## config.mk

```make
export PLATFORM = sky130hd
export DESIGN_NAME = timer_uart
export DESIGN_NICKNAME = d
export VERILOG_FILES = /design/src/rtl/ser_pkg.sv /design/src/rtl/ser_control.sv /design/src/rtl/ser_datapath.sv /design/src/rtl/timer_uart.sv
export SDC_FILE = /design/constraint.sdc
export NUM_CORES = 1
export LEC_CHECK = 0
export ABC_AREA = 1
export BUFFER_PORTS_ARGS = -buffer_cell sky130_fd_sc_hd__buf_4
export CAP_MARGIN = 20
export CORE_AREA = 2 2 151 79
export DETAILED_ROUTE_END_ITERATION = 8
export DIE_AREA = 0 0 153 81
export GPL_TIMING_DRIVEN = 0
export MAX_ROUTING_LAYER = met4
export PLACE_DENSITY_LB_ADDON = 0.12
export SLEW_MARGIN = 20
export SYNTH_ARGS = -nofsm -noshare
export SYNTH_HDL_FRONTEND = slang
export SYNTH_SLANG_ARGS = --single-unit
```

## constraint.sdc

```tcl
create_clock -name clk -period 4.47 [get_ports clk]
set_clock_uncertainty 0.15 [all_clocks]
set_input_delay 0.447 -clock clk [delete_from_list [all_inputs] [get_ports clk]]
set_output_delay 0.447 -clock clk [all_outputs]
set_load 0.03 [all_outputs]
```

## src/rtl/ser_pkg.sv

```systemverilog
package ser_pkg;
  localparam int BYTE_W = 8;

  // Strobes from the sequencing logic to the datapath
  typedef struct packed {
    logic txLoad;    // capture a new byte into the transmit frame
    logic txShift;   // advance the transmit frame by one bit
    logic txEnd;     // last bit of the frame has finished
    logic rxSample;  // record one early mid-bit sample
    logic rxShift;   // push the voted data bit into the receive shifter
    logic rxStop;    // stop bit voted: commit the byte unless a byte is pending
  } serStrobe_t;
endpackage

```

## src/rtl/ser_control.sv

```systemverilog
module ser_control
  import ser_pkg::*;
#(
  parameter int TICKS_PER_BIT = 32
) (
  input  logic       clk,
  input  logic       rstN,
  input  logic       tick,
  input  logic       bufWr,
  input  logic       rxLine,
  input  logic       rxMaj,
  input  logic       rxEnable,
  output serStrobe_t strb,
  output logic       txBusy
);
  localparam int CNT_W      = $clog2(TICKS_PER_BIT);
  localparam int FRAME_BITS = BYTE_W + 2;
  localparam int IDX_W      = $clog2(FRAME_BITS);
  localparam logic [CNT_W-1:0] LAST   = CNT_W'(TICKS_PER_BIT - 1);
  localparam logic [CNT_W-1:0] MID    = CNT_W'(TICKS_PER_BIT / 2 - 1);
  localparam logic [CNT_W-1:0] SAMP_A = CNT_W'(TICKS_PER_BIT / 2 - 3);
  localparam logic [CNT_W-1:0] SAMP_B = CNT_W'(TICKS_PER_BIT / 2 - 2);

  typedef enum logic [1:0] {RX_IDLE, RX_START, RX_DATA, RX_STOP} rxState_t;

  // ---------------- transmit sequencing ----------------
  logic [CNT_W-1:0] txCnt;
  logic [IDX_W-1:0] txIdx;
  logic             txBitEnd;

  assign txBitEnd = txBusy && tick && (txCnt == LAST);

  always_ff @(posedge clk) begin
    if (!rstN) begin
      txBusy <= 1'b0;
      txCnt  <= '0;
      txIdx  <= '0;
    end else if (!txBusy) begin
      if (bufWr) begin
        txBusy <= 1'b1;
        txCnt  <= '0;
        txIdx  <= '0;
      end
    end else if (tick) begin
      if (txCnt == LAST) begin
        txCnt <= '0;
        if (txIdx == IDX_W'(FRAME_BITS - 1)) txBusy <= 1'b0;
        else                                 txIdx  <= txIdx + 1'b1;
      end else begin
        txCnt <= txCnt + 1'b1;
      end
    end
  end

  // ---------------- receive sequencing ----------------
  rxState_t         rxState;
  logic [CNT_W-1:0] rxCnt;
  logic [IDX_W-1:0] rxIdx;
  logic             rxOn;
  logic             rxDecide;

  assign rxOn     = (rxState != RX_IDLE);
  assign rxDecide = rxOn && tick && (rxCnt == MID);

  always_ff @(posedge clk) begin
    if (!rstN) begin
      rxState <= RX_IDLE;
      rxCnt   <= '0;
      rxIdx   <= '0;
    end else if (rxState == RX_IDLE) begin
      if (rxEnable && !rxLine) begin
        rxState <= RX_START;
        rxCnt   <= '0;
        rxIdx   <= '0;
      end
    end else if (tick) begin
      rxCnt <= (rxCnt == LAST) ? '0 : rxCnt + 1'b1;
      if (rxState == RX_START && rxCnt == MID && rxMaj) begin
        rxState <= RX_IDLE;                    // false start
      end else if (rxState == RX_STOP && rxCnt == MID) begin
        rxState <= RX_IDLE;
      end else if (rxCnt == LAST) begin
        if (rxState == RX_START) begin
          rxState <= RX_DATA;
        end else if (rxState == RX_DATA) begin
          if (rxIdx == IDX_W'(BYTE_W - 1)) rxState <= RX_STOP;
          else                             rxIdx   <= rxIdx + 1'b1;
        end
      end
    end
  end

  always_comb begin
    strb          = '0;
    strb.txLoad   = !txBusy && bufWr;
    strb.txShift  = txBitEnd;
    strb.txEnd    = txBitEnd && (txIdx == IDX_W'(FRAME_BITS - 1));
    strb.rxSample = rxOn && tick && (rxCnt == SAMP_A || rxCnt == SAMP_B);
    strb.rxShift  = rxDecide && (rxState == RX_DATA);
    strb.rxStop   = rxDecide && (rxState == RX_STOP);
  end

  // with reception disabled an idle receiver never leaves idle
  p_rx_idle_when_off_r9: assert property (@(posedge clk) disable iff (!rstN)
    (rxState == RX_IDLE && !rxEnable) |=> (rxState == RX_IDLE));

  // a load is never issued on the cycle after one was accepted
  p_no_back_to_back_load_r5: assert property (@(posedge clk) disable iff (!rstN)
    strb.txLoad |=> !strb.txLoad);
endmodule

```

## src/rtl/ser_datapath.sv

```systemverilog
module ser_datapath
  import ser_pkg::*;
#(
  parameter int SYNC_STAGES = 2
) (
  input  logic              clk,
  input  logic              rstN,
  input  serStrobe_t        strb,
  input  logic              ctrlWr,
  input  logic [BYTE_W-1:0] wrData,
  input  logic              serIn,
  output logic              txLine,
  output logic              rxLine,
  output logic              rxMaj,
  output logic              rxEnable,
  output logic              tiFlag,
  output logic              riFlag,
  output logic [7:0]        ctrlByte,
  output logic [BYTE_W-1:0] rxByte
);
  localparam int FRAME_BITS = BYTE_W + 2;
  localparam int HI_W       = 5;          // control bits 7:3
  localparam int REN_POS    = 4 - 3;      // receive enable inside the upper field

  logic [SYNC_STAGES-1:0] syncReg;
  logic [HI_W-1:0]        ctrlHi;
  logic                   rb8;
  logic [FRAME_BITS-1:0]  txFrame;
  logic [BYTE_W-1:0]      rxShiftReg;
  logic [1:0]             sampHist;

  // input synchronizer, depth set by parameter
  generate
    if (SYNC_STAGES == 1) begin : g_sync1
      always_ff @(posedge clk) begin
        if (!rstN) syncReg <= '1;
        else       syncReg <= serIn;
      end
    end else begin : g_syncN
      always_ff @(posedge clk) begin
        if (!rstN) syncReg <= '1;
        else       syncReg <= {syncReg[SYNC_STAGES-2:0], serIn};
      end
    end
  endgenerate

  assign rxLine   = syncReg[SYNC_STAGES-1];
  assign rxMaj    = (sampHist[1] & sampHist[0]) | (sampHist[1] & rxLine) |
                    (sampHist[0] & rxLine);
  assign rxEnable = ctrlHi[REN_POS];
  assign txLine   = txFrame[0];
  assign ctrlByte = {ctrlHi, rb8, tiFlag, riFlag};

  always_ff @(posedge clk) begin
    if (!rstN) begin
      ctrlHi     <= '0;
      rb8        <= 1'b0;
      tiFlag     <= 1'b0;
      riFlag     <= 1'b0;
      txFrame    <= '1;
      rxShiftReg <= '0;
      rxByte     <= '0;
      sampHist   <= '1;
    end else begin
      if (ctrlWr) ctrlHi <= wrData[7:3];

      if (strb.txLoad)       txFrame <= {1'b1, wrData, 1'b0};
      else if (strb.txShift) txFrame <= {1'b1, txFrame[FRAME_BITS-1:1]};

      if (strb.rxSample) sampHist   <= {sampHist[0], rxLine};
      if (strb.rxShift)  rxShiftReg <= {rxMaj, rxShiftReg[BYTE_W-1:1]};

      if (strb.rxStop && !riFlag) begin
        rxByte <= rxShiftReg;
        rb8    <= rxMaj;
      end

      // hardware set takes priority over a software clear
      if (strb.txEnd)                tiFlag <= 1'b1;
      else if (ctrlWr && !wrData[1]) tiFlag <= 1'b0;

      if (strb.rxStop && !riFlag)    riFlag <= 1'b1;
      else if (ctrlWr && !wrData[0]) riFlag <= 1'b0;
    end
  end

  // the end of a frame always leaves the transmit flag set
  p_ti_set_at_end_r4: assert property (@(posedge clk) disable iff (!rstN)
    strb.txEnd |=> tiFlag);

  // a pending byte is never overwritten by a later stop bit
  p_pending_kept_r10: assert property (@(posedge clk) disable iff (!rstN)
    (strb.rxStop && riFlag) |=> ($stable(rxByte) && $stable(rb8)));

  // a control write alone cannot raise the receive flag
  p_sw_cannot_set_r11: assert property (@(posedge clk) disable iff (!rstN)
    (ctrlWr && !strb.rxStop && !riFlag) |=> !riFlag);

  // a new byte is accepted only while the line rests high
  p_load_on_idle_line_r5: assert property (@(posedge clk) disable iff (!rstN)
    strb.txLoad |-> txLine);
endmodule

```

## src/rtl/timer_uart.sv

```systemverilog
module timer_uart
  import ser_pkg::*;
#(
  parameter int TICKS_PER_BIT = 32,
  parameter int SYNC_STAGES   = 2
) (
  input  logic       clk,
  input  logic       rstN,
  input  logic       baudTick,
  input  logic       busWrEn,
  input  logic       busAddr,
  input  logic [7:0] busWrData,
  output logic [7:0] busRdData,
  output logic       serOut,
  input  logic       serIn,
  output logic       txDoneIrq,
  output logic       rxDoneIrq
);
  serStrobe_t        strb;
  logic              txBusy;
  logic              rxLine;
  logic              rxMaj;
  logic              rxEnable;
  logic [7:0]        ctrlByte;
  logic [BYTE_W-1:0] rxByte;
  logic              ctrlWr;
  logic              bufWr;

  assign ctrlWr = busWrEn && !busAddr;
  assign bufWr  = busWrEn &&  busAddr;

  ser_control #(.TICKS_PER_BIT(TICKS_PER_BIT)) u_control (
    .clk      (clk),
    .rstN     (rstN),
    .tick     (baudTick),
    .bufWr    (bufWr),
    .rxLine   (rxLine),
    .rxMaj    (rxMaj),
    .rxEnable (rxEnable),
    .strb     (strb),
    .txBusy   (txBusy)
  );

  ser_datapath #(.SYNC_STAGES(SYNC_STAGES)) u_datapath (
    .clk      (clk),
    .rstN     (rstN),
    .strb     (strb),
    .ctrlWr   (ctrlWr),
    .wrData   (busWrData),
    .serIn    (serIn),
    .txLine   (serOut),
    .rxLine   (rxLine),
    .rxMaj    (rxMaj),
    .rxEnable (rxEnable),
    .tiFlag   (txDoneIrq),
    .riFlag   (rxDoneIrq),
    .ctrlByte (ctrlByte),
    .rxByte   (rxByte)
  );

  assign busRdData = busAddr ? rxByte : ctrlByte;

  // the line rests high whenever the transmitter is not busy
  p_line_idle_high_r2: assert property (@(posedge clk) disable iff (!rstN)
    !txBusy |-> serOut);
endmodule

```

==> results of run 1 <==
==> how the worst max path moves through the flow <==
stage                             from                  endpoint  slack [ns]  cells after the start
floorplan                      busAddr              busRdData[4]        2.57                      2
CTS                 u_control.rxCnt[0]  u_datapath.rxShiftReg[4]        2.35                      9
detailed placement  u_control.rxCnt[0]  u_datapath.rxShiftReg[4]        2.36                      9
finish              u_control.rxCnt[0]  u_datapath.rxShiftReg[4]        2.36                      9
global placement    u_control.rxCnt[0]  u_datapath.rxShiftReg[4]        2.37                      9
global route        u_control.rxCnt[0]  u_datapath.rxShiftReg[0]        2.13                      9
==> area by class of cell <==
type                    count  area (µm²)  area share, %
multi-input cells         263        1386          40.77
flip-flops and latches     58        1161          34.14
clock buffers              15       287.8          8.462
well taps                 150       187.7          5.519
repair buffers             24       180.2          5.298
inverters                  36       137.6          4.047
clock inverters             1       30.03         0.8830
plain buffers               7       30.03         0.8830
==> cell families after synthesis <==
kind of cell	synth area share (%)
DFF	42.76
and+or+nand+nor	28.66
adders and majority gates	4.608
buffers and inverters	6.175
AOI/OAI and AO/OA	16.82
xor gates and xnor gates	0.9679
==> metrics by stage <==
stage / setup slack, ns / power [µW] / area, µm² / instances / utilization [%]
floorplan: 2.572 / 629.0 / 2715 / 364 / -
global placement: 2.371 / 671.0 / 3083 / 538 / 27.24
detailed placement: 2.364 / 669.9 / 3083 / 538 / 27.24
finish: 2.356 / 1376 / 3401 / 554 / 30.05
CTS: 2.354 / 1403 / 3401 / 554 / 30.05
global route: 2.134 / 1447 / 3401 / 554 / 30.05
==> layer usage <==
layer / vias up / GRT usage (%) / wire, µm
met3: 2 / 5.336 / 352
met1: 1110 / 18.74 / 4087
met4: 0 / 3.056 / 18
met5: - / - / 0
met2: 40 / 14.71 / 2471
li1: 1269 / - / -
==> power breakdown <==
part / leakage (µW) / internal, µW / total, µW / switching, µW
Sequential: 0.000471 / 532 / 543 / 11.4
Combinational: 0.000853 / 38.7 / 117 / 78.0
Clock: 0.000156 / 492 / 716 / 224
==> state kept, by name, summed over array words and instances (netlist names) <==
signal                 flops
u_datapath.rxShiftReg      8
u_datapath.syncReg         2
u_datapath.txFrame         9
u_control.rxState          2
u_control.rxIdx            4
u_datapath.ctrlHi          5
u_datapath.sampHist        2
u_control.txCnt            5
u_datapath.rxByte          8
u_control.txIdx            4
u_control.txBusy           1
u_datapath.rb8             1
u_control.rxCnt            5
u_datapath.riFlag          1
u_datapath.tiFlag          1
==> placed cells by master, fill, tap and decap left out, types with 4 or more instances in the layout <==
master      n
o21ai_0    30
nand2_1    68
clkbuf_8    4
clkbuf_16   9
buf_4      24
inv_1      27
dfxtp_1    58
o211ai_1    8
nand3_1    10
inv_2       8
nor2_1     67
a21oi_1    29
nor2_4      4
ha_1       10
clkbuf_1    6
==> critical path: stages (launching register included) <==
cell	delay [ns]
dfxtp_1	0.38
ha_1	0.18
inv_1	0.05
nor2_1	0.15
ha_1	0.27
inv_1	0.13
nor3_4	0.38
inv_2	0.14
nor2_1	0.11
nor2_1	0.05
==> synthesized netlist by cell type <==
library cell | count | area (µm²)
nor2_1 | 67 | 251.5
nor2_4 | 4 | 45.04
a21oi_1 | 29 | 145.1
inv_1 | 27 | 101.4
or2_2 | 2 | 12.51
nand4_1 | 3 | 18.77
o21ai_4 | 1 | 16.27
o21ai_0 | 30 | 150.1
dfxtp_1 | 58 | 1161
nand3_4 | 1 | 17.52
nor3_2 | 3 | 30.03
nand2_2 | 3 | 18.77
and3_1 | 1 | 6.260
o21ai_2 | 3 | 26.28
o221ai_1 | 1 | 8.760
a221oi_1 | 1 | 8.760
xor2_1 | 3 | 26.28
nand3_2 | 3 | 30.03
o22ai_1 | 3 | 18.77
nand2_4 | 1 | 11.26
nand3_1 | 10 | 50.05
a21boi_0 | 1 | 7.510
nor3_4 | 1 | 16.27
ha_1 | 10 | 125.1
o211ai_1 | 8 | 60.06
buf_2 | 3 | 15.01
clkbuf_1 | 4 | 15.01
inv_4 | 1 | 6.260
inv_2 | 8 | 30.03
nor3_1 | 3 | 15.01
nand2_1 | 68 | 255.2
o21ai_1 | 3 | 15.01
==> reports/metrics.csv, run 1 <==
metric;value;unit
fin_setup_tns;0;ns
io_pins;25;
grt_pass1_wl;11540;µm
peakVddDrop;163.1;µV
cts_buffers;9;
start_util;23.99;%
crit_path_max_fanout;10;
grt_usage;12.58;%
hold_depth;2;
fin_nets;423;
row_count;28;
drc;0;
worstReg2RegEnd;u_datapath.rxShiftReg[4];
wl;6930;µm
p_leak;0.001480;µW
die_y;81;µm
yosysUniqueCellTypes;32;
syn_inst;364;
p_per_area;404.7;nW/µm²
antenna_found_initial;0;
hpwl;5320;µm
finalHoldViolations;0;
required;4.52;ns
grt_setup_unrepaired;false;
avgSynthCellArea;7.459;µm²
syn_area;2715;µm²
cts_resized;0;
clockBufferDepth;2;
postCtsSetupRepairBufs;0;
crit_type;register to register;
cts_max_level;3;
rrSetupSlack;2.36;ns
die_w;153;µm
postRouteAntennaNets;0;
status;finished, final reports clean;
crit_arrival;2.17;ns
area_delta_synth_final;25.25;%
drt_iter0_markers;117;
grt_max_degree;11;
hp-start;serIn;
gp_congestion;0.7880;
r2r-start;u_control.rxCnt[0];
period_share;47.30;%
vias_per_cell;4.370;
fillCellCount;1235;
drv_cap;0;
holdWs;0.1699;ns
cts_tree;done;
relSlewSlack;58.80;%
drt_first_pass_iters;4;
coreArea;11320;µm²
routedWlPerCell;12.51;µm
hold_end;u_datapath.syncReg[0];
synth_seq_cells;58;
max_freq;0.4730;GHz
worstSkewPairLatency;0.32;ns
yosys_warnings;0;
drive_gt1_share;17.82;%
clock_sinks;58;
ys_seq_area_share;42.76;%
cp-start-kind;register;
dieArea;12390;µm²
finalCriticalPeriod;2.114;ns
cts-root-buf;clkbuf_16;
first_global_vias;2164;
finalSetupViolations;0;
vias;2421;
drv_slew;0;
hold_path_class;primary input to register;
overflow;0;
cp-end-kind;register;
syn_nets;388;
hold_buffers;0;
worst_pin_slew;0.6181;ns
numPortBuffers;24;
clk_pin_slew;0.05;ns
ff2ff_path_depth;9;
diodes;0;
Power figures use the tool's default switching activity.
==> run 2: changes to the inputs <==
==> constraint.sdc (replaced) <==
create_clock -name clk -period 2.2 [get_ports clk]
set_clock_uncertainty 0.15 [all_clocks]
set_input_delay 0.22 -clock clk [delete_from_list [all_inputs] [get_ports clk]]
set_output_delay 0.22 -clock clk [all_outputs]
set_load 0.03 [all_outputs]
==> reports/metrics.csv, run 2 (synthesis gave the netlist of run 1 again) <==
metric;value;unit
status;finished, final reports clean;
gp_congestion;0.7880;
die_w;153;µm
worst_slack;0.1972;ns
drv_slew;0;
area_delta_synth_final;26.64;%
overflow;0;
vias_per_cell;4.368;
routedWlPerCell;12.48;µm
reg_top3;u_datapath.txFrame: 9 flops, u_datapath.rxByte: 8 flops, u_datapath.rxShiftReg: 8 flops;
rrSetupSlack;0.20;ns
drive_gt1_share;18.43;%
cp-end-kind;register;
p_leak;0.001508;µW
hold_end;u_datapath.ctrlHi[3];
hpwl;5320;µm
wl;6952;µm
grt_usage;12.62;%
relSlewSlack;59.19;%
row_count;28;
io_pins;25;
worstSkewPairLatency;0.32;ns
vias;2433;
grt_max_degree;11;
most-common-layout-cells;nand2_1 (68), nor2_1 (66), dfxtp_1 (58);
drv_cap;0;
crit_type;register to register;
wl_met3;328;µm
drt_first_pass_iters;5;
numPortBuffers;24;
largest_reg_flops;9;
diodes;0;
regMostFlops;u_datapath.txFrame;
finalHoldViolations;0;
fin_nets;426;
finalCriticalPeriod;2.003;ns
pre_cts_slack;0.09364;ns
cts_max_level;3;
r2r-start;u_control.rxCnt[0];
holdWs;0.04254;ns
cts_tree;done;
hold_path_class;primary input to register;
fin_setup_tns;0;ns
die_y;81;µm
drc;0;
finalSetupViolations;0;
start_util;23.99;%
cts_buffers;9;
hold_depth;3;
dpl.cell_count;538;
required;2.30;ns
cp-start-kind;register;
regArea;1161;µm²
dieArea;12390;µm²
grt_pass1_wl;11580;µm
multi_input_area;1396;µm²
clock_sinks;58;
first_global_vias;2177;
drt_iter0_markers;125;
grt_setup_unrepaired;false;
max_freq;0.4993;GHz
ff2ff_path_depth;9;
fillCellCount;1230;
clk_pin_slew;0.05;ns
worstReg2RegEnd;u_datapath.rxShiftReg[3];
crit_path_max_fanout;7;
coreArea;11320;µm²
final_common_cell;nand2_1;
hp-start;busWrData[6];
placed_cell_area;3083;µm²
met1_length;4108;µm
antenna_found_initial;0;
final_area;3438;µm²
clockBufferDepth;2;
worst_pin_slew;0.6121;ns
period_share;91.03;%
final_cells;557;
cts-root-buf;clkbuf_16;
top_layer_used;met4;
dr_wl_met2;2497;µm
postRouteAntennaNets;0;
crit_arrival;2.10;ns
p_per_area;813.9;nW/µm²
peakVddDrop;331.3;µV
[run 2: layer usage]
metal	track usage, %	up-vias
met3	5.336	2
met5	-	-
met1	18.77	1116
met4	3.056	0
met2	14.80	41
li1	-	1274
[run 2: worst max path at each step]
stage | slack (ns) | from | end
after global routing | 0.02 | u_control.rxCnt[0] | u_datapath.rxShiftReg[1]
after global placement | 0.10 | u_control.rxCnt[0] | u_datapath.rxShiftReg[4]
after floorplan | 0.42 | u_control.rxCnt[0] | u_datapath.rxShiftReg[0]
after detailed placement | 0.09 | u_control.rxCnt[0] | u_datapath.rxShiftReg[4]
after CTS | 0.08 | u_control.rxCnt[0] | u_datapath.rxShiftReg[4]
final | 0.20 | u_control.rxCnt[0] | u_datapath.rxShiftReg[3]
[run 2: area by class of cell]
class	count	area share (%)
multi-input combinational	263	40.61
buffer	7	0.8734
timing repair buffer	27	6.041
clock inverter	1	0.8734
inverter	36	4.003
tap	150	5.459
clock buffer	15	8.370
sequential	58	33.77
[run 2: per-stage QoR]
stage | power [µW] | utilization (%)
after floorplan | 1278 | -
after global routing | 2943 | 30.38
after global placement | 1363 | 27.24
final | 2798 | 30.38
after detailed placement | 1361 | 27.24
after CTS | 2854 | 30.23
[run 2: worst max-delay path: stages (launching register included)]
cell and delay [ns]:
dfxtp_1 0.38, ha_1 0.18, inv_1 0.06, nor2_2 0.14
ha_2 0.23, inv_1 0.11, nor3_4 0.32, buf_4 0.19
o21ai_0 0.07, nor2_1 0.10
[run 2: power breakdown]
group	internal, µW	switching [µW]	total (µW)
clock	1000	454	1450
sequential	1080	23.1	1100
combinational	81.0	159	240
total	2160	637	2800
[run 2: what timing repair did]
action                                 CTS  global route
setup buffers                            0             1
setup endpoints to repair                0            18
hold buffers                             2             0
endpoints found under the hold margin    2             0
resized for setup                        0             4
==> run 3: changes to the inputs <==
--- a/config.mk
+++ b/config.mk
@@ -9,6 +9,7 @@
 export BUFFER_PORTS_ARGS = -buffer_cell sky130_fd_sc_hd__buf_4
 export CAP_MARGIN = 20
 export CORE_AREA = 2 2 151 79
+export CTS_BUF_LIST = sky130_fd_sc_hd__clkbuf_4 sky130_fd_sc_hd__clkbuf_8
 export DETAILED_ROUTE_END_ITERATION = 8
 export DIE_AREA = 0 0 153 81
 export GPL_TIMING_DRIVEN = 0
==> reports/metrics.csv, run 3 (synthesis gave the netlist of run 1 again) <==
metric;value;unit
status;finished, final reports clean;
largest_reg_flops;9;
finalCriticalPeriod;2.008;ns
crit_type;register to register;
final_common_cell;nand2_1;
peakVddDrop;227.7;µV
fillCellCount;1232;
r2r-start;u_control.rxCnt[0];
io_pins;25;
crit_arrival;2.13;ns
met1_length;4079;µm
hold_path_class;primary input to register;
grt_pass1_wl;11610;µm
comb_power_share;9.9;%
finalPower;2435;µW
p_leak;0.001469;µW
drt_iter0_markers;113;
die_w;153;µm
seqPwrFrac;45.2;%
worstReg2RegEnd;u_datapath.rxShiftReg[3];
p_switching;602.3;µW
die_y;81;µm
dieArea;12390;µm²
placed_cell_area;3083;µm²
hold_end;u_datapath.ctrlHi[3];
dr_wl_met2;2461;µm
p_per_area;728.0;nW/µm²
ff2ff_path_depth;9;
numPortBuffers;24;
diodes;0;
crit_path_max_fanout;7;
hpwl;5320;µm
wl_met3;382;µm
cts-root-buf;clkbuf_8;
hold_depth;3;
max_freq;0.4980;GHz
fin_nets;426;
most-common-layout-cells;nand2_1 (68), nor2_1 (66), dfxtp_1 (58);
fin_setup_tns;0;ns
hp-start;busWrData[6];
drv_cap;0;
grt_setup_unrepaired;false;
vias_per_cell;4.343;
relSlewSlack;59.15;%
start_util;23.99;%
rrSetupSlack;0.19;ns
required;2.32;ns
cts_tree;done;
final_area;3344;µm²
worst_slack;0.1920;ns
cp-end-kind;register;
overflow;0;
antenna_found_initial;0;
drc;0;
postRouteAntennaNets;0;
area_delta_synth_final;23.18;%
vias;2419;
worstSkewPairLatency;0.34;ns
regMostFlops;u_datapath.txFrame;
cts_max_level;3;
clockBufferDepth;2;
switching_share;24.74;%
pre_cts_slack;0.09364;ns
internal-power;1832;µW
finalSetupViolations;0;
reg_top3;u_datapath.txFrame: 9 flops, u_datapath.rxByte: 8 flops, u_datapath.rxShiftReg: 8 flops;
clk_pin_slew;0.06;ns
worst_pin_slew;0.6127;ns
grt_usage;12.58;%
clockPowerShare;44.9;%
drv_slew;0;
drt_first_pass_iters;4;
first_global_vias;2196;
drive_gt1_share;18.92;%
gp_congestion;0.7880;
row_count;28;
routedWlPerCell;12.54;µm
cp-start-kind;register;
finalHoldViolations;0;
period_share;91.27;%
top_layer_used;met4;
cts_buffers;9;
grt_max_degree;11;
coreArea;11320;µm²
clock_sinks;58;
wl;6986;µm
[run 3: cell types whose count changed in the layout (fill, tap and decap cells not counted)]
| cell | delta |
|---|---|
| clkbuf_1 | -2 |
| clkbuf_16 | -9 |
| clkbuf_4 | +2 |
| clkbuf_8 | +9 |
[run 3: timing repair]
item | 4_1_cts | 5_1_grt
hold buffers | 2 | 0
setup buffers | 0 | 1
setup endpoints to repair | 0 | 18
resized for setup | 0 | 4
endpoints found under the hold margin | 2 | 0
[run 3: metrics by stage]
step	std cells	utilization, %	hold slack, ns
2_1_floorplan	364	-	0.1766
3_3_place_gp	538	27.24	0.2481
3_5_place_dp	538	27.24	0.2615
4_1_cts	556	29.40	0.002042
5_1_grt	557	29.56	0.02711
6_report	557	29.56	0.01607
[run 3: critical path: stages (launching register included)]
cell	delay, ns
dfxtp_1	0.38
ha_1	0.18
inv_1	0.06
nor2_2	0.14
ha_2	0.23
inv_1	0.11
nor3_4	0.32
buf_4	0.19
o21ai_0	0.07
nor2_1	0.10
[run 3: final cells by class]
| cell class | count | area (µm²) | area share (%) |
|---|---|---|---|
| well taps | 150 | 187.7 | 5.612 |
| plain buffers | 7 | 30.03 | 0.8979 |
| repair buffers | 27 | 207.7 | 6.210 |
| inverters | 36 | 137.6 | 4.115 |
| clock buffers | 15 | 193.9 | 5.799 |
| clock inverters | 1 | 30.03 | 0.8979 |
| multi-input cells | 263 | 1396 | 41.75 |
| flip-flops and latches | 58 | 1161 | 34.72 |
[run 3: metal layers]
layer,global-route usage [%],up-vias
met3,4.696,9
met1,18.74,1102
met4,3.333,0
met5,-,-
li1,-,1271
met2,15.11,37
[run 3: worst max-delay path by stage]
stage,depth (start not counted),startpoint,end
after floorplan,9,u_control.rxCnt[0],u_datapath.rxShiftReg[0]
after global placement,9,u_control.rxCnt[0],u_datapath.rxShiftReg[4]
after detailed placement,9,u_control.rxCnt[0],u_datapath.rxShiftReg[4]
after CTS,9,u_control.rxCnt[0],u_datapath.rxShiftReg[4]
after global routing,9,u_control.rxCnt[0],u_datapath.rxShiftReg[1]
final,9,u_control.rxCnt[0],u_datapath.rxShiftReg[3]
[run 3: power by group through the flow]
stage                     clock [µW]  combinational [µW]  sequential (µW)
after floorplan                    0                 156             1120
after global placement             0                 239             1120
after global routing            1190                 269             1100
after detailed placement           0                 237             1120
after CTS                       1140                 241             1100
final                           1090                 240             1100
